`config.mk`:
```
export PLATFORM = sky130hd
export DESIGN_NAME = addr_reloc_unit
export DESIGN_NICKNAME = d
export VERILOG_FILES = /design/src/rtl/addr_reloc_pkg.sv /design/src/rtl/arl_field_split.sv /design/src/rtl/arl_region_regs.sv /design/src/rtl/arl_bound_calc.sv /design/src/rtl/arl_lock_cmp.sv /design/src/rtl/addr_reloc_unit.sv
export SDC_FILE = /design/constraint.sdc
export NUM_CORES = 1
export LEC_CHECK = 0
export CORE_MARGIN = 3
export CORE_UTILIZATION = 30
export CTS_BUF_LIST = sky130_fd_sc_hd__clkbuf_16
export DETAILED_ROUTE_END_ITERATION = 10
export GPL_TIMING_DRIVEN = 0
export PLACE_DENSITY = 0.52
export SYNTH_ARGS = -nofsm -noshare
export SYNTH_HDL_FRONTEND = slang
export SYNTH_SLANG_ARGS = --single-unit
```
`constraint.sdc`:
```
create_clock -name clk -period 4.09 [get_ports clk]
set_input_delay 0.6135 -clock clk [delete_from_list [all_inputs] [get_ports clk]]
set_output_delay 0.6135 -clock clk [all_outputs]
set_load 0.02 [all_outputs]
```
`src/rtl/addr_reloc_pkg.sv`:
```
package addr_reloc_pkg;

   typedef enum logic [1:0] {
      FLT_NONE    = 2'd0,
      FLT_ILLEGAL = 2'd1,
      FLT_BOUNDS  = 2'd2,
      FLT_LOCKED  = 2'd3
   } fault_e;

endpackage

```
`src/rtl/arl_field_split.sv`:
```
module arl_field_split #(
   parameter int ADDR_W  = 24,
   parameter int TYPE_W  = 3,
   parameter int SEL_W   = 3,
   parameter int NUM_REG = 3,
   localparam int OFF_W  = ADDR_W - TYPE_W - SEL_W,
   localparam int IDX_W  = (NUM_REG > 1) ? $clog2(NUM_REG) : 1
) (
   input  logic [ADDR_W-1:0] addr,
   output logic [OFF_W-1:0]  offset,
   output logic [SEL_W-1:0]  sub_sel,
   output logic [IDX_W-1:0]  region_idx,
   output logic              illegal
);

   logic [TYPE_W-1:0] type_f;

   assign type_f  = addr[ADDR_W-1 -: TYPE_W];
   assign offset  = addr[SEL_W +: OFF_W];
   assign sub_sel = addr[SEL_W-1:0];

   // Type values below NUM_REG map straight to a region; anything else,
   // including every type with its top bit set, is rejected.
   always_comb begin
      illegal    = 1'b1;
      region_idx = '0;
      for (int i = 0; i < NUM_REG; i++) begin
         if (type_f == TYPE_W'(i)) begin
            illegal    = 1'b0;
            region_idx = IDX_W'(i);
         end
      end
   end

endmodule

```
`src/rtl/arl_region_regs.sv`:
```
module arl_region_regs #(
   parameter int NUM_REG = 3,
   parameter int CNT_W   = 8,
   localparam int IDX_W  = (NUM_REG > 1) ? $clog2(NUM_REG) : 1
) (
   input  logic             clk,
   input  logic             rst_n,
   input  logic             wr_en,
   input  logic [IDX_W-1:0] wr_idx,
   input  logic [CNT_W-1:0] wr_base,
   input  logic [CNT_W-1:0] wr_len,
   input  logic [IDX_W-1:0] rd_idx,
   output logic [CNT_W-1:0] rd_base,
   output logic [CNT_W-1:0] rd_len
);

   logic [CNT_W-1:0] base_q [NUM_REG];
   logic [CNT_W-1:0] len_q  [NUM_REG];

   for (genvar g = 0; g < NUM_REG; g++) begin : g_region
      always_ff @(posedge clk or negedge rst_n) begin
         if (!rst_n) begin
            base_q[g] <= '0;
            len_q[g]  <= '0;
         end else if (wr_en && wr_idx == IDX_W'(g)) begin
            base_q[g] <= wr_base;
            len_q[g]  <= wr_len;
         end
      end
   end

   always_comb begin
      rd_base = '0;
      rd_len  = '0;
      for (int i = 0; i < NUM_REG; i++) begin
         if (rd_idx == IDX_W'(i)) begin
            rd_base = base_q[i];
            rd_len  = len_q[i];
         end
      end
   end

endmodule

```
`src/rtl/arl_bound_calc.sv`:
```
module arl_bound_calc #(
   parameter int OFF_W  = 18,
   parameter int CNT_W  = 8,
   parameter int GRAN_W = 9,
   parameter int PHYS_W = 17,
   localparam int SUM_W = OFF_W + 1
) (
   input  logic [OFF_W-1:0] offset,
   input  logic [CNT_W-1:0] base,
   input  logic [CNT_W-1:0] len,
   output logic [SUM_W-1:0] sum,
   output logic             oob
);

   logic [SUM_W-1:0] limit_w;
   logic [SUM_W-1:0] base_w;
   logic             past_len;
   logic             past_store;

   assign limit_w    = SUM_W'({len, {GRAN_W{1'b0}}});
   assign base_w     = SUM_W'({base, {GRAN_W{1'b0}}});
   assign sum        = base_w + SUM_W'(offset);
   assign past_len   = SUM_W'(offset) >= limit_w;
   assign past_store = |sum[SUM_W-1:PHYS_W];
   assign oob        = past_len | past_store;

endmodule

```
`src/rtl/arl_lock_cmp.sv`:
```
module arl_lock_cmp #(
   parameter int SUM_W  = 19,
   parameter int PHYS_W = 17
) (
   input  logic              lock_on,
   input  logic [PHYS_W-1:0] lock_lo,
   input  logic [PHYS_W-1:0] lock_hi,
   input  logic [SUM_W-1:0]  sum,
   output logic              hit
);

   assign hit = lock_on
              && (sum >= SUM_W'(lock_lo))
              && (sum <= SUM_W'(lock_hi));

endmodule

```
`src/rtl/addr_reloc_unit.sv`:
```
module addr_reloc_unit
   import addr_reloc_pkg::*;
#(
   parameter int ADDR_W  = 24,
   parameter int TYPE_W  = 3,
   parameter int SEL_W   = 3,
   parameter int NUM_REG = 3,
   parameter int CNT_W   = 8,
   parameter int GRAN_W  = 9,
   parameter int PHYS_W  = 17,
   localparam int OFF_W  = ADDR_W - TYPE_W - SEL_W,
   localparam int SUM_W  = OFF_W + 1,
   localparam int IDX_W  = (NUM_REG > 1) ? $clog2(NUM_REG) : 1
) (
   input  logic              clk,
   input  logic              rst_n,
   input  logic              cfg_we,
   input  logic [IDX_W-1:0]  cfg_sel,
   input  logic [CNT_W-1:0]  cfg_base,
   input  logic [CNT_W-1:0]  cfg_len,
   input  logic              lock_on,
   input  logic [PHYS_W-1:0] lock_lo,
   input  logic [PHYS_W-1:0] lock_hi,
   input  logic              req,
   input  logic [ADDR_W-1:0] req_addr,
   output logic              out_valid,
   output logic [PHYS_W-1:0] out_phys,
   output logic [SEL_W-1:0]  out_sel,
   output logic [1:0]        out_fault
);

   if (OFF_W < PHYS_W || CNT_W + GRAN_W > PHYS_W) begin : g_bad_widths
      initial $fatal(1, "addr_reloc_unit: offset or granule widths do not fit the physical width");
   end
   if (NUM_REG < 1 || NUM_REG > (1 << (TYPE_W - 1))) begin : g_bad_regions
      initial $fatal(1, "addr_reloc_unit: region count must fit the legal half of the type space");
   end

   logic [OFF_W-1:0]  offset;
   logic [SEL_W-1:0]  sub_sel;
   logic [IDX_W-1:0]  region_idx;
   logic              illegal;
   logic [CNT_W-1:0]  sel_base;
   logic [CNT_W-1:0]  sel_len;
   logic [SUM_W-1:0]  sum;
   logic              oob;
   logic              lock_hit;
   fault_e            fault_d;

   arl_field_split #(
      .ADDR_W(ADDR_W), .TYPE_W(TYPE_W), .SEL_W(SEL_W), .NUM_REG(NUM_REG)
   ) u_split (
      .addr(req_addr), .offset(offset), .sub_sel(sub_sel),
      .region_idx(region_idx), .illegal(illegal)
   );

   arl_region_regs #(
      .NUM_REG(NUM_REG), .CNT_W(CNT_W)
   ) u_regs (
      .clk(clk), .rst_n(rst_n),
      .wr_en(cfg_we), .wr_idx(cfg_sel), .wr_base(cfg_base), .wr_len(cfg_len),
      .rd_idx(region_idx), .rd_base(sel_base), .rd_len(sel_len)
   );

   arl_bound_calc #(
      .OFF_W(OFF_W), .CNT_W(CNT_W), .GRAN_W(GRAN_W), .PHYS_W(PHYS_W)
   ) u_bound (
      .offset(offset), .base(sel_base), .len(sel_len), .sum(sum), .oob(oob)
   );

   arl_lock_cmp #(
      .SUM_W(SUM_W), .PHYS_W(PHYS_W)
   ) u_lock (
      .lock_on(lock_on), .lock_lo(lock_lo), .lock_hi(lock_hi),
      .sum(sum), .hit(lock_hit)
   );

   always_comb begin
      if (illegal)       fault_d = FLT_ILLEGAL;
      else if (oob)      fault_d = FLT_BOUNDS;
      else if (lock_hit) fault_d = FLT_LOCKED;
      else               fault_d = FLT_NONE;
   end

   always_ff @(posedge clk or negedge rst_n) begin
      if (!rst_n) begin
         out_valid <= 1'b0;
         out_phys  <= '0;
         out_sel   <= '0;
         out_fault <= FLT_NONE;
      end else begin
         out_valid <= req;
         out_sel   <= req ? sub_sel : '0;
         out_fault <= req ? fault_d : FLT_NONE;
         out_phys  <= (req && fault_d == FLT_NONE) ? sum[PHYS_W-1:0] : '0;
      end
   end

endmodule

```
==> qor.yml <==
status: "finished, violations left"
violations: "setup timing"
die_width_microns: 128
fin_crit_ns: 4.14
root_buffer: "clkbuf_16"
nets: 693
final_cells: 744
antenna_found_initial: 0
power.leakage_nw: 2.87
ys.flop_type: "dfrtp_1"
yosys.area_share.simple_pct: 11.7
clock-sinks: 71
h-tree-depth: 3
finalSetupViolCount: 18
gr-total-overflow: 0
async_reset_ff_share_pct: 100
p_per_area_nw_per_um2: 399
worst_slack_ns: -0.0496
fin_skew_ns: 0.00662
num_antenna_cells: 0
design.die.area_sq_um: 16300
port_buffers: 102
reg2reg_to: "out_phys[6]$_DFF_PN0_"
drv_cap: 0
synth.avg_cell_area_sq_um: 10.4
finalPower_mw: 2.57
synth_compound_area_share_pct: 14.9
vias_per_cell: 4.99
place.gp.congestion: 0.804
start_kind: "input pin"
drive_gt1_share_pct: 23.6
drc: 0
synth_xor_area_share_pct: 1.18
placed_cells: 711
slew_headroom_pct: 48.5
cts_tree: "done"
io_pins: 104
cts_buffers: 9
drv_slew: 0
drtIter0Drc: 176
syn_inst: 428
rsz0062_at_grt: "yes"
ys_seq_area_share_pct: 39.9
rows: 43
hold_viol: 0
cp.required_ns: 4.31
grt_pass1_vias: 3765
fmax_mhz: 242
rr_worst_depth: 16
yosysUniqueCellTypes: 47
grtUsageTotal_pct: 15.3
wire_per_inst_microns: 16.8
syn_area_sq_um: 4450
rr_startpoint: "u_regs.base_q[17]$_DFFE_PN0P_"
hpwl_mm: 9.19
area_growth_pct: 44.7
post-place-ws_ns: -1.36
final_cell_mix: "99 x clkdlybuf4s50_1, 71 x dfrtp_1, 51 x ha_1"
drt-total-wl_mm: 12.5
insertion_delay_ns: 0.34
r2r_slack_ns: 0.27
post-route-period-util_pct: 101
synth_top_family_by_area: "adder cells"
holdWs_ns: 0.292
ys_seq_elements: 71
crit_fanout: 6
irDropWorstVdd_v: 0.000212
placed_area_sq_um: 5760
die_y_microns: 128
grt_max_degree: 72
start_util_pct: 31.3
fp.coreArea_sq_um: 14200
synthAdderAreaFrac_pct: 15.1
crit_path_end_kind: "register"
synth_fp_nets: 562
worstSetupPathType: "input pin to register"
num-fill-cells: 1314
hp-class: "input pin to asynchronous set/reset pin"
clk_path_buf_depth: 2
layout_commonest_cell: "clkdlybuf4s50_1"
antenna_left: 0
yosysWarnings: 0
synth.area.mux_share_pct: 12.1
first_pass_iters: 5
critPathArrivalTime_ns: 4.36
grt_first_pass_wirelength_mm: 19.5
worstMarginPinSlew_ns: 0.772
path_clk_slew_ns: 0.05
synth_edf_count: 0
final_area_sq_um: 6440
via_count: 3711
==> through the flow <==
step | utilization (%) | TNS, ns
2_1_floorplan | - | -0.115
3_3_place_gp | 40.4 | -29.85
3_5_place_dp | 40.6 | -24.33
4_1_cts | 43.8 | -0.209
5_1_grt | 45.3 | -3.37
6_report | 45.3 | -0.475
==> worst max-delay path, cell delays in order <==
cell	delay [ns]
buf_12	0.11
or3_4	0.45
o22ai_4	0.15
a21oi_2	0.07
ha_1	0.29
a21o_1	0.19
a211oi_2	0.24
nor2b_2	0.09
o41ai_4	0.29
xnor2_2	0.16
ha_1	0.33
nand4_1	0.12
nor2_1	0.06
a211o_1	0.33
a221oi_4	0.39
a21oi_4	0.15
buf_6	0.16
and3_1	0.16
==> synth_stat cells (4+ instances only) <==
| library cell | count | share of area, % |
|---|---|---|
| dfrtp_1 | 71 | 40 |
| ha_1 | 52 | 15 |
| mux2_2 | 48 | 12 |
| inv_1 | 43 | 3.6 |
| a21oi_1 | 29 | 3.3 |
| nor2_1 | 21 | 1.8 |
| nand2_1 | 16 | 1.3 |
| o21ai_0 | 16 | 1.8 |
| o22ai_1 | 15 | 2.1 |
| clkbuf_1 | 13 | 1.1 |
| and3_1 | 11 | 1.5 |
| a22o_1 | 8 | 1.6 |
| a22oi_1 | 8 | 1.3 |
| and3_2 | 7 | 1.2 |
| nand3_1 | 6 | 0.67 |
| nand4_1 | 6 | 0.84 |
| a211oi_1 | 5 | 0.84 |
| and2_1 | 5 | 0.70 |
| xnor2_1 | 5 | 0.98 |
| nand3b_1 | 4 | 0.67 |
==> per-layer routing <==
metal	global-route usage, %	up-vias	wire length, microns
met5	0	-	0
met4	4.00	0	163
li1	-	1822	-
met3	3.50	12	563
met1	20.4	1788	5670
met2	25.3	89	6090
==> timing repair <==
item / in CTS / in global routing
hold buffers: 0 / 0
gates cloned: 0 / 1
endpoints found under the setup margin: 19 / 19
pin swaps: 15 / 18
resized for setup: 38 / 36
buffers inserted: 12 / 6
==> state kept, by name (all words and copies together) (netlist names) <==
name           cells
out_valid          1
u_regs.len_q      24
out_fault          2
out_sel            3
out_phys          17
u_regs.base_q     24
==> worst max-delay path by stage <==
stage,startpoint,end,cells past startpoint
final,req_addr[23],out_phys[6]$_DFF_PN0_,18
after CTS,req_addr[21],out_phys[2]$_DFF_PN0_,19
after detailed placement,req_addr[21],out_phys[13]$_DFF_PN0_,20
after global routing,req_addr[23],out_phys[13]$_DFF_PN0_,18
after global placement,req_addr[21],out_phys[6]$_DFF_PN0_,20
after floorplan,req_addr[22],out_phys[6]$_DFF_PN0_,19
==> layout make-up <==
class	count	area [sq um]	area share, %
multi-input cells	299	2660	41.4
flip-flops and latches	71	1780	27.6
repair buffers	122	1230	19.1
clock buffers	9	225	3.50
well taps	180	225	3.50
inverters	44	178	2.76
plain buffers	12	73.8	1.15
clock inverters	7	65.1	1.01
==> where the power goes <==
| part | internal (mW) | switching, mW |
|---|---|---|
| clock network | 0.466 | 0.296 |
| logic | 0.486 | 0.452 |
| registers | 0.802 | 0.0650 |
| total | 1.75 | 0.812 |
==> cell families (layout without fill, tap and decap cells) <==
group / Yosys count / count (layout)
AO/OA/AOI/OAI: 99 / 99
AND/OR/NAND/NOR: 93 / 93
flip-flops: 71 / 71
buffers and inverters: 58 / 194
adder cells (fa/ha/maj): 53 / 53
multiplexers: 48 / 48
XOR/XNOR: 6 / 6
No activity file was read; power rests on OpenSTA's default activity.
